[src/rtl/irqr_pkg.sv]
package irqr_pkg;
    localparam int A_RAW     = 0;
    localparam int A_ENABLE  = 1;
    localparam int A_PENDING = 2;
    localparam int A_SWTRIG  = 3;
    localparam int A_CFGBASE = 32;
    localparam int DATA_W    = 32;
    localparam int ID_W      = 6;

    typedef enum logic [0:0] {
        RD_IDLE = 1'b0,
        RD_RESP = 1'b1
    } rd_state_t;
endpackage

[src/rtl/irqr_in_reg.sv]
module irqr_in_reg #(
    parameter int W = 32
) (
    input  logic         clk,
    input  logic         rst,
    input  logic [W-1:0] d,
    output logic [W-1:0] q
);
    always_ff @(posedge clk) begin
        if (rst) q <= '0;
        else     q <= d;
    end
endmodule

[src/rtl/irqr_port_cfg.sv]
module irqr_port_cfg #(
    parameter int LVL_W = 4,
    parameter int RS_W  = 6,
    parameter int DW    = 32
) (
    input  logic             clk,
    input  logic             rst,
    input  logic             wr_sel,
    input  logic [DW-1:0]    wr_data,
    output logic [LVL_W-1:0] level,
    output logic [RS_W-1:0]  regset,
    output logic             nmi,
    output logic [DW-1:0]    rd_word
);
    localparam int RS_LSB  = 8;
    localparam int NMI_BIT = 16;

    always_ff @(posedge clk) begin
        if (rst) begin
            level  <= '0;
            regset <= '0;
            nmi    <= 1'b0;
        end else if (wr_sel) begin
            level  <= wr_data[LVL_W-1:0];
            regset <= wr_data[RS_LSB +: RS_W];
            nmi    <= wr_data[NMI_BIT];
        end
    end

    always_comb begin
        rd_word                  = '0;
        rd_word[LVL_W-1:0]       = level;
        rd_word[RS_LSB +: RS_W]  = regset;
        rd_word[NMI_BIT]         = nmi;
    end
endmodule

[src/rtl/irqr_bus_fsm.sv]
module irqr_bus_fsm
    import irqr_pkg::*;
(
    input  logic              clk,
    input  logic              rst,
    input  logic              rd_en,
    input  logic [DATA_W-1:0] rd_mux,
    output logic [DATA_W-1:0] rd_data,
    output logic              rd_valid
);
    rd_state_t state, state_nx;
    logic [DATA_W-1:0] hold_q;

    always_comb begin
        state_nx = state;
        unique case (state)
            RD_IDLE: if (rd_en)  state_nx = RD_RESP;
            RD_RESP: if (!rd_en) state_nx = RD_IDLE;
            default: state_nx = RD_IDLE;
        endcase
    end

    always_ff @(posedge clk) begin
        if (rst) begin
            state  <= RD_IDLE;
            hold_q <= '0;
        end else begin
            state <= state_nx;
            if (rd_en) hold_q <= rd_mux;
        end
    end

    always_comb begin
        rd_valid = 1'b0;
        rd_data  = '0;
        unique case (state)
            RD_IDLE: ;
            RD_RESP: begin
                rd_valid = 1'b1;
                rd_data  = hold_q;
            end
            default: ;
        endcase
    end

    p_valid_follows_read_r6: assert property (@(posedge clk) disable iff (rst)
        rd_en |=> rd_valid);
    p_no_spurious_valid_r6: assert property (@(posedge clk) disable iff (rst)
        !rd_en |=> !rd_valid);
endmodule

[src/rtl/irqr_regblock.sv]
module irqr_regblock
    import irqr_pkg::*;
#(
    parameter int NPORT  = 32,
    parameter int LVL_W  = 4,
    parameter int RS_W   = 6,
    parameter int ADDR_W = 6
) (
    input  logic                    clk,
    input  logic                    rst,
    input  logic [NPORT-1:0]        irq_in,
    input  logic [ADDR_W-1:0]       addr,
    input  logic                    wr_en,
    input  logic [DATA_W-1:0]       wr_data,
    input  logic                    rd_en,
    output logic [DATA_W-1:0]       rd_data,
    output logic                    rd_valid,
    output logic [NPORT-1:0]        pend_o,
    output logic [NPORT*LVL_W-1:0]  level_o,
    output logic [NPORT*RS_W-1:0]   regset_o,
    output logic [NPORT-1:0]        nmi_o,
    output logic [NPORT*ID_W-1:0]   port_id_o
);
    logic [NPORT-1:0]  irq_q, en_q, sw_q, raw_w;
    logic [DATA_W-1:0] cfg_word [NPORT];
    logic [DATA_W-1:0] rd_mux;
    logic              cfg_hit;
    int                a_int, p_idx;

    irqr_in_reg #(.W(NPORT)) u_inreg (
        .clk(clk), .rst(rst), .d(irq_in), .q(irq_q)
    );

    assign raw_w  = irq_q | sw_q;
    assign pend_o = raw_w & en_q;

    always_comb begin
        a_int   = int'(addr);
        p_idx   = a_int - A_CFGBASE;
        cfg_hit = (a_int >= A_CFGBASE) && (p_idx < NPORT);
    end

    always_ff @(posedge clk) begin
        if (rst) begin
            en_q <= '0;
            sw_q <= '0;
        end else if (wr_en) begin
            if (a_int == A_ENABLE) en_q <= wr_data[NPORT-1:0];
            if (a_int == A_SWTRIG) sw_q <= wr_data[NPORT-1:0];
        end
    end

    for (genvar i = 0; i < NPORT; i++) begin : g_port
        logic sel;
        assign sel = wr_en && cfg_hit && (p_idx == i);
        irqr_port_cfg #(.LVL_W(LVL_W), .RS_W(RS_W), .DW(DATA_W)) u_cfg (
            .clk(clk), .rst(rst), .wr_sel(sel), .wr_data(wr_data),
            .level(level_o[i*LVL_W +: LVL_W]),
            .regset(regset_o[i*RS_W +: RS_W]),
            .nmi(nmi_o[i]),
            .rd_word(cfg_word[i])
        );
        assign port_id_o[i*ID_W +: ID_W] = ID_W'(i);
    end

    always_comb begin
        rd_mux = '0;
        if (cfg_hit) begin
            rd_mux = cfg_word[p_idx];
        end else begin
            case (a_int)
                A_RAW:     rd_mux[NPORT-1:0] = raw_w;
                A_ENABLE:  rd_mux[NPORT-1:0] = en_q;
                A_PENDING: rd_mux[NPORT-1:0] = pend_o;
                A_SWTRIG:  rd_mux[NPORT-1:0] = sw_q;
                default:   rd_mux = '0;
            endcase
        end
    end

    irqr_bus_fsm u_bus (
        .clk(clk), .rst(rst), .rd_en(rd_en), .rd_mux(rd_mux),
        .rd_data(rd_data), .rd_valid(rd_valid)
    );

    p_line_latency_r1: assert property (@(posedge clk) disable iff (rst)
        1'b1 |=> ((raw_w & $past(irq_in)) == $past(irq_in)));
    p_sw_pends_r2: assert property (@(posedge clk) disable iff (rst)
        ((sw_q & en_q & ~pend_o) == '0));
    p_mask_r3: assert property (@(posedge clk) disable iff (rst)
        ((pend_o & ~en_q) == '0));
    p_reset_clear_r4: assert property (@(posedge clk)
        rst |=> (pend_o == '0 && en_q == '0 && sw_q == '0 && nmi_o == '0));
    p_ro_views_r5: assert property (@(posedge clk) disable iff (rst)
        (wr_en && (a_int == A_RAW || a_int == A_PENDING)) |=>
        ($stable(en_q) && $stable(sw_q) && $stable(level_o) && $stable(nmi_o)));
    p_unmapped_r9: assert property (@(posedge clk) disable iff (rst)
        (wr_en && a_int > A_SWTRIG && a_int < A_CFGBASE) |=>
        ($stable(en_q) && $stable(sw_q) && $stable(regset_o)));
endmodule

[config.mk]
export PLATFORM = sky130hd
export DESIGN_NAME = irqr_regblock
export DESIGN_NICKNAME = d
export VERILOG_FILES = /design/src/rtl/irqr_pkg.sv /design/src/rtl/irqr_in_reg.sv /design/src/rtl/irqr_port_cfg.sv /design/src/rtl/irqr_bus_fsm.sv /design/src/rtl/irqr_regblock.sv
export SDC_FILE = /design/constraint.sdc
export NUM_CORES = 1
export LEC_CHECK = 0
export BUFFER_PORTS_ARGS = -buffer_cell sky130_fd_sc_hd__buf_2
export CORE_AREA = 2 2 266 268
export DETAILED_ROUTE_END_ITERATION = 12
export DIE_AREA = 0 0 268 270
export GPL_TIMING_DRIVEN = 0
export PLACE_DENSITY = 0.6
export SLEW_MARGIN = 30
export SYNTH_ARGS = -nofsm -noshare
export SYNTH_HDL_FRONTEND = slang
export SYNTH_SLANG_ARGS = --single-unit
[constraint.sdc]
create_clock -name clk -period 2 [get_ports clk]
set_input_delay 0.4 -clock clk [delete_from_list [all_inputs] [get_ports clk]]
set_output_delay 0.4 -clock clk [all_outputs]
set_load 0.1 [all_outputs]
; ---- Yosys cells after proc, flatten, opt, wreduce, memory -nomap -nowiden
; Index checks and enable logic that the tools add are counted.
[op_classes]
add_sub_neg = 1
bitwise = 3
n_mul = 0
div = 0
reduce_logical = 38
shift = 0
mux = 8
magnitude_cmp = 3
n_eq_ne = 36
[op_table]
columns = cell, n
row1 = $bmux 32 s5, 1
row2 = $mux 32, 4
row3 = $pmux 32 s4, 1
row4 = $eq 7x6->1 const B, 16
row5 = $logic_not 32->1, 2
row6 = $eq 7x5->1 const B, 8
row7 = $logic_and 1x1->1, 34
row8 = $and 32x32->32, 1
row9 = $ge 32x6->1 const B, 1
row10 = $not 32->32, 1
row11 = $or 32x32->32, 1
row12 = $eq 7x4->1 const B, 4
row13 = $eq 6x2->1 const B, 3
row14 = $eq 7x3->1 const B, 2
row15 = $eq 7x2->1 const B, 1
row16 = $lt 7x7->1 const B, 1
row17 = $sub 6x6->7 const B, 1
row18 = $eq 6x1->1 const B, 1
row19 = $eq 6x3->1 const B, 1
row20 = $ge 6x6->1 const B, 1
row21 = $reduce_and 2->1, 2
row22 = $mux 1, 2
[word_totals]
rom_bits = 0
ff_bits = 481
elab_cells = 190
ramBits = 0
memories = 0
latchBits = 0

; ---- Depth between registers and ports, before layout
; Gate-level depths: netlist of the first run.
[logic_depth]
depth_word = 6
ltp_mapped = 8
mapped_depth_nobuf = 4

; ---- Cells and area by module
; From an unflattened synthesis of the first run, not the netlist that was laid out.
[unflattened]
hier_cells = 3777
hier_area_um2 = 35640.4
[modules_own_cells]
columns = mod, cells_per_inst, seq_area_each_um2, area_per_inst_um2, n_inst
row1 = irqr_port_cfg, 68, 220.2, 630.6, 32
row2 = irqr_regblock, 1393, 1281.2, 13183.9, 1
row3 = irqr_bus_fsm, 141, 660.6, 1413.9, 1
row4 = irqr_in_reg, 67, 640.6, 863.3, 1

; ---- Worst setup path before layout of the first run
; OpenSTA, ideal clock, no wires.
[synth_timing]
kind = reg-to-output
start = register u_bus.state
end = output rd_data[0]
required_ns = 1.600
arrival_time_ns = 2.023
path_slack_ns = -0.423
n_path_buf = 1
stages_incl_launch_ff = 3
path_cell_list = dfxtp_1 clkbuf_1 and2_1
[synth_via]
elab_chain_cells = 1
[synth_lines]
columns = item, line_no
row1 = start: declaration, irqr_bus_fsm.sv:11  ; rd_state_t state, state_nx;
row2 = start signal: assignment, irqr_bus_fsm.sv:28  ; state <= state_nx;
row3 = $mux 32, irqr_bus_fsm.sv:36  ; unique case (state)
row4 = end: declaration, irqr_regblock.sv:16  ; output logic [DATA_W-1:0] rd_data,
; No other way between the ends.

; ---- Worst setup path after layout of the first run
[layout_timing]
start = register u_bus.state
end = output rd_data[3]
; The elaborated chain is that of the path after synthesis.

==> impl_metrics.tcl, run 1 <==
set metrics [dict create \
    p_leak_uw 0.0130 \
    half_perimeter_wire_length_after_detailed_placement_um 80000 \
    routed_wirelength_um 103000 \
    critPathRequiredTime_ns 1.60 \
    critPathCaptureType "primary output" \
    htreeDepth 2 \
    viasPerCell 4.89 \
    reg2reg_setup_slack_ns 0.12 \
    setup_viol 14 \
    synth-seq-area-share_pct 42.4 \
    setup_total_negative_slack_ns -0.174 \
    post_synthesis_cell_area_um2 22700 \
    globalplace.congestion 0.890 \
    fp.dieW_um 268 \
    cp_cell_sequence "clkbuf_16 > and2_4 > buf_12" \
    cts_tree "yes" \
    worstSetupStartpointType "register" \
    ys_async_sr_fraction_pct 0 \
    n_fill_cell 6976 \
    fmax_mhz 493 \
    finalCritPeriodShare_pct 101 \
    cts.sink_count 481 \
    total_die_area_um2 72400 \
    worst_r2r_endpoint "u_bus.hold_q[10]" \
    die_h_um 270 \
    synthesis.instances 2340 \
    cts_made_buffers 55 \
    grt_start_max_net_pins 18 \
    dr.pass1.iters 6 \
    hold_viol 0 \
    grt_remaining_overflow 0 \
    fin_worst_skew_ns 0.0650 \
    floorplan.io_pins 683 \
    critical_path.endpoint "rd_data[3]" \
    drv.max_cap_violation_count 0 \
    ys_dominant_reg_cell "dfxtp_1" \
    power.density_nw_per_um2 812 \
    cts_root_buffer_type "clkbuf_16" \
    diodes 0 \
    edff_count_synth 0 \
    crit_slowest_cell "dfxtp_4" \
    grt_pass1_vias 18900 \
    maxSlewHeadroom_pct 39.0 \
    detailroute.via_count 19900 \
    route.detailed.wl_per_inst_um 25.4 \
    total_power_uw 24400 \
    drc 0 \
    timing.critical_path.from "u_bus.state" \
    grt-busiest-layer "met2" \
    minimum_period_implied_by_the_final_worst_setup_slack_ns 2.03 \
    layout.nets 3163 \
    cts-root-to-sink-buffers 3 \
    start_util_pct 32.6 \
    grt_antenna_before_repair 6 \
    placement.io_buffers 473 \
    synthDominantAreaCellType "dfxtp_1" \
    synth.ff_latch_count 481 \
    ff2ff_path_depth 4 \
    run_status "finished, violations left" \
    grt_pass1_wl_um 142000 \
    drive_above_1_share_pct 32.2 \
    area.growth.synth_to_final_pct 32.3 \
    worst_setup_hold_path_clk_slew_ns 0.06 \
    mostFrequentLayoutCell "dfxtp_1" \
    layout.cells.non_filler 4075 \
    detail-route-antenna-nets 0 \
    setup_ws_ns -0.0296 \
    mostFrequentLayoutCells "480 x dfxtp_1, 429 x buf_2, 405 x nor2_1" \
    synth_cell_types 42 \
    globalRouteMet1Util_pct 33.8 \
    worstMarginPinSlew_ns 0.915 \
    grt.total_usage_pct 27.5 \
    worst_ep_arrival_time_ns 1.63 \
    avgSynthCellArea_um2 9.70 \
    failed_checks "setup timing" \
    unrepaired_setup_endpoints_after_global_routing "true" \
    initialDrtViolationCount 1523 \
    place_inst 3943 \
    synthDominantCellAreaShare_pct 42.4 \
    grt_use_met2_pct 45.3 \
    fin_util_pct 43.2 \
    clkLatencyLatePin_ns 0.66 \
    critPathMaxFanout 10 \
    core_um2 69500 \
    count_of_standard_cell_rows 97 \
    ys.warnings.count 0 \
    critPathKind "register to primary output" \
    ys_top_cells_by_area "dfxtp_1 42%, mux2i_1 18%, buf_4 8.5%, nor2_1 6.7%, mux4_2 6.6%" \
    vdd_drop_max_v 0.000609 \
    worstReg2RegStart "g_port[15].u_cfg.regset[2]" \
    slowest_delay_ns 0.42 \
    use_met3_pct 6.42 \
    final_max_slew_viol_count 0 \
    min-delay-path-class "primary input to register" \
]
[flip-flops by register name, indices dropped and copies added, names as in the netlist]
register,cells
u_bus.state,1
en_q,32
g_port.u_cfg.regset,192
u_bus.hold_q,32
g_port.u_cfg.nmi,32
sw_q,32
u_inreg.q,32
g_port.u_cfg.level,128
[kinds of logic after synthesis]
family / count (synthesis) / synth area share, %
XOR/XNOR: 1 / 0.0386
multiplexers: 473 / 24.5
AO/OA/AOI/OAI: 247 / 7.39
other: 2 / 0.0331
AND/OR/NAND/NOR: 705 / 13.8
flip-flops: 481 / 42.4
buffers and inverters: 431 / 11.7
[layer usage]
| layer | routed length [um] | part of all wire [%] |
|---|---|---|
| met5 | 41 | 0.040 |
| met4 | 5390 | 5.2 |
| met3 | 8460 | 8.2 |
| met2 | 48300 | 47 |
| met1 | 41200 | 40 |
[cells in the mapped netlist (8+ instances only)]
| cell type | n |
|---|---|
| o21ai_0 | 11 |
| clkbuf_1 | 127 |
| a22oi_1 | 36 |
| o41a_1 | 11 |
| a21oi_1 | 96 |
| o2111ai_1 | 21 |
| o21a_1 | 32 |
| buf_4 | 257 |
| mux2i_1 | 407 |
| o21bai_1 | 21 |
| nor3_1 | 21 |
| and2_1 | 34 |
| and3_1 | 9 |
| nor2_1 | 405 |
| dfxtp_1 | 481 |
| nor2b_1 | 49 |
| o32ai_1 | 11 |
| buf_2 | 41 |
| a22o_1 | 8 |
| nor3_2 | 10 |
| mux4_2 | 66 |
| nand2b_1 | 24 |
| nand2_1 | 130 |
[critical path: cells and delay by family, from the launching register on]
kind	cells	cell delay [ns]
simple gates	1	0.20
flops	1	0.42
buf+inv	2	0.38
[cell type report]
cell class / count / area [um2] / share of cell area (%)
Buffer: 431 / 2770 / 9.24
Clock buffer: 75 / 1550 / 5.17
Clock inverter: 28 / 410 / 1.37
Multi-Input combinational cell: 1618 / 11300 / 37.5
Sequential cell: 481 / 9630 / 32.1
Tap cell: 940 / 1180 / 3.92
Timing Repair Buffer: 502 / 3220 / 10.7
[how the worst min path moves through the flow]
stage | from | to | cells past startpoint
6_report | wr_data[6] | sw_q[6] | 3
2_1_floorplan | u_bus.hold_q[14] | u_bus.hold_q[14] | 2
3_5_place_dp | u_bus.hold_q[28] | u_bus.hold_q[28] | 2
4_1_cts | irq_in[21] | u_inreg.q[21] | 2
5_1_grt | wr_data[14] | en_q[14] | 3
3_3_place_gp | u_bus.hold_q[14] | u_bus.hold_q[14] | 2
[power breakdown]
part,total [uW],leakage (uW),internal (uW),switching [uW]
logic,3700,0.00813,756,2940
clock network,10900,0.000960,6400,4530
registers,9730,0.00389,9660,63.3
total,24400,0.0130,16800,7540
[repair_timing]
action | in CTS | in global routing
endpoints found under the setup margin | 70 | 52
pin swaps | 7 | 14
gates resized for setup | 210 | 30
hold buffers | 28 | 0
endpoints found under the hold margin | 30 | 0
buffers inserted | 0 | 1
[through the flow]
| step | worst slack, ns | hold WS [ns] | area [um2] |
|---|---|---|---|
| 3_3_place_gp | -0.911 | 0.450 | 27000 |
| 5_1_grt | -0.0614 | 0.0126 | 30000 |
| 4_1_cts | -0.0741 | 0.0000621 | 29900 |
| 2_1_floorplan | 0.0157 | 0.441 | 23400 |
| 6_report | -0.0296 | 0.0245 | 30000 |
| 3_5_place_dp | -0.907 | 0.453 | 27000 |
Power figures use the tool's default switching activity.
==> run 2: changes to the inputs <==
- CORE_AREA: 2 2 266 268 -> 2 2 311 251
- DIE_AREA: 0 0 268 270 -> 0 0 313 253
- PLACE_DENSITY: 0.6 -> 0.56
==> run 2 against run 1 <==
Against the previous run: the run still ends with setup timing left; cell count rose by 1.5%; fmax decreased by 0.41%; register-to-register slack got worse by 0.02 ns; sequential cell count is the same; routed wire length is 3.3% higher; sequential share of layout area is 0.39 points higher; global-route usage decreased by 1.6 points; sequential power barely moved; critical endpoint is now u_bus.hold_q[1]; largest power group unchanged.
==> impl_metrics.tcl, run 2 (same netlist as run 1, synthesis figures left out) <==
set metrics [dict create \
    grt_antenna_before_repair 4 \
    cts_made_buffers 52 \
    total_die_area_um2 79200 \
    count_of_standard_cell_rows 91 \
    placement.io_buffers 473 \
    cp_cell_sequence "buf_4 > buf_4 > buf_4 > mux2i_1 > a22o_1 > nor3_1 > o41a_1" \
    maxSlewHeadroom_pct 28.5 \
    critPathRequiredTime_ns 2.51 \
    vdd_drop_max_v 0.000530 \
    die_h_um 253 \
    setup_viol 6 \
    htreeDepth 2 \
    setup_total_negative_slack_ns -0.146 \
    worstSetupStartpointType "primary input" \
    finalCritPeriodShare_pct 102 \
    area.growth.synth_to_final_pct 30.7 \
    core_um2 76400 \
    timing.critical_path.from "addr[1]" \
    grt_pass1_vias 18200 \
    min-delay-path-class "primary input to register" \
    power.density_nw_per_um2 791 \
    viasPerCell 4.77 \
    place_inst 4026 \
    detailroute.via_count 19700 \
    cts_root_buffer_type "clkbuf_16" \
    hold_path_start "wr_data[22]" \
    grt_start_max_net_pins 15 \
    critPathKind "primary input to register" \
    floorplan.io_pins 683 \
    layout.cells.non_filler 4136 \
    critPathMaxFanout 10 \
    final_max_slew_viol_count 0 \
    preCtsSetupSlack_ns -1.02 \
    n_fill_cell 7791 \
    mostFrequentLayoutCells "480 x dfxtp_1, 451 x buf_2, 405 x nor2_1" \
    drive_above_1_share_pct 31.9 \
    crit_slowest_cell "mux2i_1" \
    start_util_pct 29.7 \
    power.switching_uw 7320 \
    hold_viol 0 \
    power.sequential.fraction_pct 41.4 \
    mostFrequentLayoutCell "dfxtp_1" \
    worstReg2RegStart "g_port[12].u_cfg.level[3]" \
    grt.total_usage_pct 25.9 \
    regMostFlops "g_port.u_cfg.regset" \
    fin_worst_skew_ns 0.0384 \
    drc 0 \
    power_internal_uw 16100 \
    critPathCaptureType "register" \
    dr.pass1.iters 5 \
    cts_tree "yes" \
    run_status "finished, violations left" \
    total_power_uw 23500 \
    worst_ep_arrival_time_ns 2.55 \
    minimum_period_implied_by_the_final_worst_setup_slack_ns 2.04 \
    clkLatencyLatePin_ns 0.63 \
    worstMarginPinSlew_ns 1.07 \
    largest_registers "g_port.u_cfg.regset (192), g_port.u_cfg.level (128)" \
    detail-route-antenna-nets 0 \
    route.detailed.wl_per_inst_um 25.8 \
    grt_remaining_overflow 0 \
    routed_wirelength_um 107000 \
    cts.sink_count 481 \
    flip_flop_count_of_the_largest_register_all_copies_and_words_added 192 \
    drv.max_cap_violation_count 0 \
    fmax_mhz 491 \
    fp.dieW_um 313 \
    clkPwrFrac_pct 42.7 \
    layout.nets 3145 \
    unrepaired_setup_endpoints_after_global_routing "true" \
    worst_setup_hold_path_clk_slew_ns 0.07 \
    p_leak_uw 0.0128 \
    failed_checks "setup timing" \
    slowest_delay_ns 0.53 \
    initialDrtViolationCount 1784 \
    grt_pass1_wl_um 146000 \
    pwr-share-comb_pct 15.8 \
    sw_frac_of_total_pct 31.2 \
    globalplace.congestion 0.903 \
    setup_ws_ns -0.0380 \
    cts-root-to-sink-buffers 3 \
    critical_path.top_delay_family "buffers and inverters" \
    crit_top_cell "buf_4" \
    worstPathBufferInverterCount 3 \
    half_perimeter_wire_length_after_detailed_placement_um 83800 \
]
-- run 2: per-stage QoR --
stage / cell area, um2 / hold slack (ns) / utilization, %
3_3_place_gp: 27100 / 0.452 / 35.5
5_1_grt: 29600 / 0.0254 / 38.8
2_1_floorplan: 23400 / 0.441 / -
4_1_cts: 29500 / 0.000676 / 38.7
3_5_place_dp: 27100 / 0.457 / 35.5
6_report: 29700 / 0.0398 / 38.8
-- run 2: cell type report --
cell class / count / area, um2 / share of cell area [%]
clock buffer: 79 / 1510 / 5.10
tap: 1023 / 1280 / 4.32
clock inverter: 15 / 209 / 0.705
sequential: 481 / 9630 / 32.5
antenna: 2 / 5.00 / 0.0169
multi-input combinational: 1618 / 11200 / 37.9
timing repair buffer: 487 / 3020 / 10.2
buffer: 431 / 2750 / 9.28
-- run 2: final timing paths --
path                      end  slack, ns  cells past startpoint
max           u_bus.hold_q[1]      -0.04                      7
min                  en_q[22]       0.04                      3
max reg2reg   u_bus.hold_q[3]       0.10                      4
min reg2reg  u_bus.hold_q[25]       0.46                      2
-- run 2: worst min-delay path, delay by kind of cell --
kind,cells,cell delay [ns]
buffers and inverters,1,0.10
AND/OR/NAND/NOR,1,0.05
AO/OA/AOI/OAI,1,0.05
-- run 2: timing repair --
action,in CTS,in global routing
hold endpoints to repair,12,0
endpoints found under the setup margin,61,64
hold buffers,12,0
buffers inserted,0,1
resized for setup,174,26
pin swaps,0,1
-- run 2: power by group through the flow --
stage	clock (uW)	combinational [uW]	sequential, uW
6_report	10000	3720	9720
5_1_grt	10500	3820	9730
4_1_cts	10200	3660	9720
3_5_place_dp	0	3600	9940
3_3_place_gp	0	3600	9940
2_1_floorplan	0	2710	10100
-- run 2: layer usage --
metal | vias up | share of wire (%) | GRT usage [%]
met5 | - | 0 | 0
li1 | 9052 | - | -
met4 | 0 | 2.1 | 5.84
met3 | 105 | 8.9 | 7.15
met2 | 790 | 45 | 40.4
met1 | 9791 | 44 | 35.5
